### src/rtl/bor_pkg.sv
package bor_pkg;

  typedef enum logic [1:0] {
    BOR_IDLE  = 2'd0,
    BOR_HOLD  = 2'd1,
    BOR_DELAY = 2'd2
  } bor_state_e;

endpackage

### src/rtl/bor_sync.sv
module bor_sync #(
  parameter int STAGES = 2
) (
  input  logic clk,
  input  logic rst_n,
  input  logic d_i,
  output logic q_o
);

  logic [STAGES-1:0] chain_q;
  logic [STAGES-1:0] chain_d;

  generate
    if (STAGES == 1) begin : g_one
      assign chain_d = d_i;
    end else begin : g_many
      assign chain_d = {chain_q[STAGES-2:0], d_i};
    end
  endgenerate

  always_ff @(posedge clk or negedge rst_n) begin
    if (!rst_n) chain_q <= '0;
    else        chain_q <= chain_d;
  end

  assign q_o = chain_q[STAGES-1];

endmodule

### src/rtl/bor_glitch_filter.sv
module bor_glitch_filter #(
  parameter int FILT_LEN = 100
) (
  input  logic clk,
  input  logic rst_n,
  input  logic active_i,
  input  logic sample_i,
  output logic filt_o
);

  localparam int CNT_W = $clog2(FILT_LEN + 1);
  localparam logic [CNT_W-1:0] CNT_TOP = CNT_W'(FILT_LEN);

  logic [CNT_W-1:0] cnt_q, cnt_d;
  logic             filt_q, filt_d;

  always_comb begin
    cnt_d  = cnt_q;
    filt_d = filt_q;
    if (!active_i) begin
      cnt_d  = '0;
      filt_d = 1'b0;
    end else if (sample_i == filt_q) begin
      cnt_d = '0;
    end else if (cnt_q == CNT_TOP) begin
      filt_d = sample_i;
      cnt_d  = '0;
    end else begin
      cnt_d = cnt_q + 1'b1;
    end
  end

  always_ff @(posedge clk or negedge rst_n) begin
    if (!rst_n) begin
      cnt_q  <= '0;
      filt_q <= 1'b0;
    end else begin
      cnt_q  <= cnt_d;
      filt_q <= filt_d;
    end
  end

  assign filt_o = filt_q;

endmodule

### src/rtl/bor_release_timer.sv
module bor_release_timer
  import bor_pkg::*;
#(
  parameter int HOLD_LEN = 4096
) (
  input  logic clk,
  input  logic rst_n,
  input  logic active_i,
  input  logic low_i,
  output logic req_o
);

  localparam int DLY_W = (HOLD_LEN > 1) ? $clog2(HOLD_LEN) : 1;
  localparam logic [DLY_W-1:0] DLY_LAST = DLY_W'(HOLD_LEN - 1);

  bor_state_e       state_q, state_d;
  logic [DLY_W-1:0] dly_q, dly_d;

  always_comb begin
    state_d = state_q;
    dly_d   = dly_q;
    if (!active_i) begin
      state_d = BOR_IDLE;
      dly_d   = '0;
    end else begin
      unique case (state_q)
        BOR_IDLE: begin
          dly_d = '0;
          if (low_i) state_d = BOR_HOLD;
        end
        BOR_HOLD: begin
          dly_d = '0;
          if (!low_i) state_d = BOR_DELAY;
        end
        BOR_DELAY: begin
          if (low_i) begin
            state_d = BOR_HOLD;
            dly_d   = '0;
          end else if (dly_q == DLY_LAST) begin
            state_d = BOR_IDLE;
            dly_d   = '0;
          end else begin
            dly_d = dly_q + 1'b1;
          end
        end
        default: begin
          state_d = BOR_IDLE;
          dly_d   = '0;
        end
      endcase
    end
  end

  always_ff @(posedge clk or negedge rst_n) begin
    if (!rst_n) begin
      state_q <= BOR_IDLE;
      dly_q   <= '0;
    end else begin
      state_q <= state_d;
      dly_q   <= dly_d;
    end
  end

  assign req_o = (state_q != BOR_IDLE);

endmodule

### src/rtl/bor_sequencer.sv
module bor_sequencer #(
  parameter int FILT_LEN    = 100,
  parameter int HOLD_LEN    = 4096,
  parameter int SYNC_STAGES = 2
) (
  input  logic clk,
  input  logic por_n,
  input  logic supply_low_i,
  input  logic halt_i,
  input  logic en_we_i,
  input  logic en_wdata_i,
  output logic bor_rst_o,
  output logic low_flag_o
);

  logic en_q, en_d;
  logic active;
  logic sync_low;
  logic filt_low;
  logic hold_req;

  // enable bit: next-state and register kept apart
  always_comb begin
    en_d = en_q;
    if (en_we_i) en_d = en_wdata_i;
  end

  always_ff @(posedge clk or negedge por_n) begin
    if (!por_n) en_q <= 1'b0;
    else        en_q <= en_d;
  end

  assign active = en_q & ~halt_i;

  bor_sync #(
    .STAGES (SYNC_STAGES)
  ) u_sync (
    .clk   (clk),
    .rst_n (por_n),
    .d_i   (supply_low_i),
    .q_o   (sync_low)
  );

  bor_glitch_filter #(
    .FILT_LEN (FILT_LEN)
  ) u_filt (
    .clk      (clk),
    .rst_n    (por_n),
    .active_i (active),
    .sample_i (sync_low),
    .filt_o   (filt_low)
  );

  bor_release_timer #(
    .HOLD_LEN (HOLD_LEN)
  ) u_timer (
    .clk      (clk),
    .rst_n    (por_n),
    .active_i (active),
    .low_i    (filt_low),
    .req_o    (hold_req)
  );

  assign bor_rst_o  = hold_req & active;
  assign low_flag_o = filt_low;

endmodule

### config.mk
export PLATFORM = sky130hd
export DESIGN_NAME = bor_sequencer
export DESIGN_NICKNAME = d
export VERILOG_FILES = /design/src/rtl/bor_pkg.sv /design/src/rtl/bor_sync.sv /design/src/rtl/bor_glitch_filter.sv /design/src/rtl/bor_release_timer.sv /design/src/rtl/bor_sequencer.sv
export SDC_FILE = /design/constraint.sdc
export NUM_CORES = 1
export LEC_CHECK = 0
export CAP_MARGIN = 40
export CORE_UTILIZATION = 55
export CTS_CLUSTER_SIZE = 20
export DETAILED_ROUTE_END_ITERATION = 7
export DONT_BUFFER_PORTS = 1
export PLACE_DENSITY_LB_ADDON = 0.15
export SYNTH_ARGS = -nofsm -noshare
export SYNTH_HDL_FRONTEND = slang
export SYNTH_HIERARCHICAL = 1
export SYNTH_SLANG_ARGS = --single-unit
### constraint.sdc
create_clock -name clk -period 2.6 [get_ports clk]
set_input_delay 0.26 -clock clk [delete_from_list [all_inputs] [get_ports clk]]
set_output_delay 0.26 -clock clk [all_outputs]
set_load 0.02 [all_outputs]
==> out/metrics.cfg, run 1 <==
[run_status]
status = complete, no violations

[routing]
wl_per_cell_um = 13.1
ant_nets = 0
drt_first_iter_violations = 16
viasPerCell = 5.47
post-route-drc-count = 0
vias = 760
routed_wl_um = 1830
drt_pre_antenna_iters = 4

[finish]
fillerInstances = 148
area_growth_pct = 8.12
drive_above_1_share_pct = 12.5
antenna_cells = 0
multi_input_area_sq_um = 531
regArea_sq_um = 626
num-nets-final = 122
finalInstanceArea_sq_um = 1270

[setup_path]
worstSetupEndpointType = output port
rrSetupSlack_ns = 1.15
slowest_delay_ns = 0.45
path_cells = or2_2 > and3b_1
r2r_start = u_filt/cnt_q[0]
regToRegEndpoint = u_filt/cnt_q[2]
crit_fanout = 4
cp_data_arrival_time_ns = 1.30
crit_type = reg2out
crit_path_start_kind = flop
cp.required_ns = 2.34
r2r_cells = 5
slowest_stage = dfrtp_1

[timing]
fin_crit_ns = 1.56
period_share_pct = 59.9
rsz0062_at_grt = no
finalSetupTns_ns = 0
drv_slew = 0
hold_violations = 0
skew_ns = 0.0130
timing.slew.headroom_pct = 63.1
max_freq_ghz = 0.643
tightest_slew_ns = 0.551
finalSetupViolCount = 0
worst_hold_slack_ns = 0.0905

[clocking]
clock_path_buffers = 2
post_cts_resized = 0
cts_tree = yes
worstSkewPairLatency_ns = 0.32
cts_hold_buf = 2
htreeDepth = 1
root_buffer = clkbuf_4
path_clk_slew_ns = 0.12
post_cts_buffers = 0
numCtsBuffers = 3
cts.sinks = 25

[yosys]
syn_area_per_cell_sq_um = 11.2
ys_warn_count = 6
yosysSeqAreaShare_pct = 53.4
synth.net_count = 114
ys_types = 29
syn-cell-area_sq_um = 1170
syn_inst = 105
ys_ff_latch = 25

[grt]
grt_max_degree = 26
grt_pass1_wl_um = 2880
first_global_vias = 691
antenna_found_initial = 0
overflow = 0
track_usage_pct = 18.6

[floorplanning]
ioPinCount = 8
die_area_sq_um = 2320
initial_core_util_pct = 59.1
fp.dieH_um = 48.1
die_w_um = 48.1
design.core.area_sq_um = 1980
row_count = 16

[power]
clkPwrFrac_pct = 29.1
p_sw_w = 0.000129
powerDensity_nw_per_um2 = 466
seq_power_share_pct = 67.1
swShare_pct = 21.9
p_leak_nw = 0.543
vdd_drop_max_v = 0.000536
p_int_w = 0.000461
comb_power_share_pct = 3.8

[placed_design]
port_buffers = 0
place_area_sq_um = 1200
globalplace.congestion = 0.814
hpwl_um = 1280

[flow_run]
cap_viol_max_count = 0

[min_path]
holdPathEnd = en_q
min_delay_path_depth = 1
hp-class = in2reg
hp-start = en_wdata_i

## worst max-delay path by stage
stage | to | cells past startpoint | start | slack [ns]
CTS | bor_rst_o | 2 | u_timer/state_q[1] | 1.04
global route | bor_rst_o | 2 | u_timer/state_q[1] | 0.99
detailed placement | u_timer/dly_q[5] | 4 | en_q | 1.17
floorplan | u_timer/dly_q[3] | 4 | en_q | 1.34
finish | bor_rst_o | 2 | u_timer/state_q[1] | 1.04
global placement | u_timer/dly_q[4] | 4 | en_q | 1.16
## layout by cell type, fill, tap and decap left out, drive strengths merged
cell type,synthesis,routed
a31o,1,1
o211ai,2,2
or2,2,2
or3,3,3
mux2,1,1
buf,0,1
nand4b,1,1
a21boi,1,1
dlygate4sd3,0,2
nand4,3,3
and4,2,2
o21ai,3,3
and3,3,3
clkinvlp,0,1
and3b,1,1
xnor2,5,5
a21oi,4,4
clkbuf,0,3
nand2,7,7
ha,3,3
nand4bb,2,2
xor2,8,8
nor2b,1,1
nor3,1,1
dfrtp,25,25
nand3,6,6
nor2,16,16
inv,4,4
## sequential cells by signal, indices dropped and copies added (netlist names)
| name | count |
|---|---|
| u_sync/chain_q | 2 |
| u_filt/cnt_q | 7 |
| en_q | 1 |
| u_timer/dly_q | 12 |
| u_timer/state_q | 2 |
| u_filt/filt_o | 1 |
## area by class of cell
class	instances	share of cell area (%)
Tap cell	27	2.67
Inverter	4	1.19
Clock buffer	3	1.78
Sequential cell	25	49.4
Multi-Input combinational cell	76	41.9
Timing Repair Buffer	3	2.47
Clock inverter	1	0.593
## per-stage QoR
stage / worst slack (ns) / util (%) / cells / total power [W]
final: 1.04 / 63.9 / 139 / 0.000590
after global routing: 0.991 / 63.9 / 139 / 0.000617
after CTS: 1.04 / 63.3 / 138 / 0.000594
after detailed placement: 1.17 / 60.8 / 132 / 0.000414
after global placement: 1.16 / 60.8 / 132 / 0.000414
after floorplan: 1.34 / - / 105 / 0.000412
## power groups by stage
stage               clock, W  combinational [W]  sequential (W)
floorplan                  0         0.00000907        0.000402
global route        0.000195          0.0000258        0.000397
finish              0.000171          0.0000225        0.000396
global placement           0          0.0000108        0.000403
detailed placement         0          0.0000112        0.000403
CTS                 0.000178          0.0000210        0.000396
## logic make-up (layout without fill, tap and decap cells)
kind of cell	count (synthesis)	in the layout	synth area share, %
mux	1	1	1.28
xor+xnor	13	13	9.72
simple gates	48	48	24.7
flops	25	25	53.4
compound gates	11	11	6.41
fa+ha+maj	3	3	3.21
buf+inv	4	11	1.28
## critical path, delay by kind of cell (launching register included)
kind / cells / cell delay (ns)
and+or+nand+nor: 2 / 0.54
DFF: 1 / 0.45
## cells in the mapped netlist
master / n / share of area, %
nand2_1: 7 / 2.2
nor3_2: 1 / 0.85
xnor2_1: 5 / 3.7
or2_2: 1 / 0.53
a31o_4: 1 / 1.5
nand4_2: 1 / 1.1
nand3_1: 6 / 2.6
xor2_1: 8 / 6.0
dfrtp_1: 25 / 53
and4_4: 1 / 0.96
or3_1: 3 / 1.6
and3b_1: 1 / 0.75
nand4bb_1: 1 / 0.96
o21ai_0: 3 / 1.3
nand4bb_4: 1 / 2.4
nand4b_1: 1 / 0.75
nand4_1: 2 / 1.1
a21oi_1: 4 / 1.7
o211ai_1: 2 / 1.3
ha_1: 3 / 3.2
nor2b_1: 1 / 0.53
a21boi_1: 1 / 0.64
inv_1: 4 / 1.3
or2_1: 1 / 0.53
mux2_4: 1 / 1.3
and4_1: 1 / 0.75
nor2_1: 14 / 4.5
and3_1: 3 / 1.6
nor2_2: 2 / 1.1
## routing by layer
metal,wire (um),vias up,track usage (%)
met4,15,0,5.00
met2,782,20,27.2
met3,90,2,7.78
li1,-,379,-
met1,938,359,25.6
met5,0,-,0
Note: power is estimated with default switching activity, not from simulation.
==> run 2, diff against run 1 <==
- clock period: 2.6 -> 1.6 ns (I/O delays scaled with it)
==> run 2 against run 1 <==
Die area stayed put. Sequential share of layout area shrank 1.8 points. Hold slack improved by 0.022 ns. Register-to-register slack got worse by 0.91 ns. Combinational power rose by 130%. Via count up 1.7%. Design area grew 3.8%. Count of clock-buffer cells in the layout rose by 1. Largest power group unchanged. Highest routed layer is now met3.
==> out/metrics.cfg, run 2 (synthesis gave the netlist of run 1 again) <==
[flow_run]
cap_viol_max_count = 0  ; unchanged

[power]
vdd_drop_max_v = 0.000547  ; +2.0%
comb_power_share_pct = 5.4  ; +1.6 points
p_int_w = 0.000763  ; +66%
p_leak_nw = 0.568  ; +4.7%
powerDensity_nw_per_um2 = 733  ; +57%
swShare_pct = 20.8  ; -1.1 points
clkPwrFrac_pct = 27.9  ; -1.2 points
seq_power_share_pct = 66.7  ; -0.4 points
p_sw_w = 0.000200  ; +55%

[routing]
viasPerCell = 5.41  ; -1.1%
post-route-drc-count = 0  ; unchanged
wl_per_cell_um = 12.8  ; -2.8%
ant_nets = 0  ; unchanged
vias = 773  ; +1.7%
drt_pre_antenna_iters = 4  ; unchanged
routed_wl_um = 1830  ; unchanged
drt_first_iter_violations = 15  ; -1

[timing]
skew_ns = 0.00768  ; -0.00533 ns
finalSetupViolCount = 0  ; unchanged
drv_slew = 0  ; unchanged
period_share_pct = 90.1
tightest_slew_ns = 0.426  ; -0.125 ns
fin_crit_ns = 1.44
max_freq_ghz = 0.693
rsz0062_at_grt = no
hold_violations = 0  ; unchanged
timing.slew.headroom_pct = 71.5  ; +8.3 points
setup_ws_ns = 0.158  ; -0.886 ns
finalSetupTns_ns = 0  ; unchanged

[placed_design]
place_ws_ns = 0.118  ; -1.05 ns
hpwl_um = 1220  ; -4.9%
dp_cells = 133  ; +0.76%
globalplace.congestion = 0.770  ; -5.4%
port_buffers = 0  ; unchanged

[min_path]
hp-class = in2reg

[floorplanning]
die_area_sq_um = 2320  ; unchanged
fp.dieH_um = 48.1  ; unchanged
row_count = 16  ; unchanged
ioPinCount = 8  ; unchanged
initial_core_util_pct = 59.1  ; unchanged
die_w_um = 48.1  ; unchanged
design.core.area_sq_um = 1980  ; unchanged

[clocking]
worstSkewPairLatency_ns = 0.31  ; about the same
cts.sinks = 25  ; unchanged
htreeDepth = 1  ; unchanged
root_buffer = clkbuf_4
post_cts_resized = 0  ; unchanged
numCtsBuffers = 3  ; unchanged
path_clk_slew_ns = 0.12  ; about the same
clock_path_buffers = 2  ; unchanged
cts_tree = yes

[setup_path]
crit_fanout = 4  ; unchanged
crit_family = simple AND/OR/NAND/NOR gates
worstSetupEndpointType = output port
crit_path_start_kind = flop
path_cells = or2_2 > and3b_1
slowest_delay_ns = 0.44  ; about the same
crit_type = reg2out
slowest_stage = dfrtp_1
cp.required_ns = 1.44  ; -0.90 ns
cp_num_buf_inv = 0  ; unchanged
cp_data_arrival_time_ns = 1.28  ; -0.02 ns

[grt]
track_usage_pct = 18.0  ; -0.56 points
overflow = 0  ; unchanged
grt_pass1_wl_um = 2770  ; -4.1%
antenna_found_initial = 0  ; unchanged
grt_max_degree = 26  ; unchanged
first_global_vias = 615  ; -11%

[finish]
regArea_sq_um = 626  ; unchanged
final_common_cell = dfrtp_1
drive_above_1_share_pct = 12.9  ; +0.43 points
fillerInstances = 153  ; +3.4%
regMostFlops = u_timer/dly_q
area_growth_pct = 12.2
num-nets-final = 126  ; +3.3%
most-common-layout-cells = 25 x dfrtp_1, 14 x nor2_1, 8 x xor2_1, 7 x nand2_1, 6 x nand3_1
reg_top3 = u_timer/dly_q x12, u_filt/cnt_q x7
largest_reg_flops = 12  ; unchanged
antenna_cells = 0  ; unchanged
instances_no_fill = 143  ; +2.9%
multi_input_area_sq_um = 531  ; unchanged

[run_status]
status = complete, no violations

## run 2: path summary, 6_finish.rpt
path / from / to / cells after the start / slack (ns)
worst min-delay path: halt_i / u_timer/dly_q[11] / 3 / 0.11
worst max register to register: u_filt/cnt_q[0] / u_filt/cnt_q[6] / 4 / 0.24
min in group asynchronous: por_n / u_filt/cnt_q[5] / 1 / 0.20
worst min register to register: u_sync/chain_q[0] / u_sync/chain_q[1] / 0 / 0.36
worst max-delay path: u_timer/state_q[1] / bor_rst_o / 2 / 0.16
max in group asynchronous: por_n / u_timer/dly_q[6] / 2 / 0.97
## run 2: power groups by stage
stage               Combinational [W]  Clock, W  Sequential (W)
finish                      0.0000516  0.000269        0.000643
global route                0.0000580  0.000309        0.000644
CTS                         0.0000419  0.000280        0.000643
detailed placement          0.0000205         0        0.000655
global placement            0.0000201         0        0.000655
floorplan                   0.0000147         0        0.000654
## run 2: layout make-up
type / count / area share, %
Timing Repair Buffer: 7 / 6.29
Multi-Input combinational cell: 76 / 40.4
Inverter: 4 / 1.14
Sequential cell: 25 / 47.6
Clock buffer: 4 / 2.00
Tap cell: 27 / 2.57
## run 2: through the flow
stage	area, sq um	power (W)	util, %	hold WS, ns
5_1_grt	1310	0.00101	66.3	0.113
3_5_place_dp	1210	0.000676	61.2	-0.135
4_1_cts	1280	0.000965	64.5	0.105
2_1_floorplan	1170	0.000669	-	-0.136
3_3_place_gp	1210	0.000675	61.2	-0.135
6_report	1310	0.000963	66.3	0.113
## run 2: repair_timing
item,4_1_cts,5_1_grt
hold buffers,4,0
endpoints found under the setup margin,0,4
hold endpoints to repair,27,0
setup buffers,0,1
## run 2: worst reg2reg max path, delay by kind of cell (launching register included)
family          cells  cell delay [ns]
compound gates      1             0.14
flops               1             0.43
fa+ha+maj           1             0.21
simple gates        2             0.52
## run 2: per-layer routing
| layer | GRT usage, % | wire length, um | share of wire, % |
|---|---|---|---|
| met5 | 0 | 0 | 0 |
| met4 | 5.00 | 0 | 0 |
| met3 | 7.78 | 101 | 5.5 |
| met2 | 24.3 | 775 | 42 |
| met1 | 26.5 | 949 | 52 |
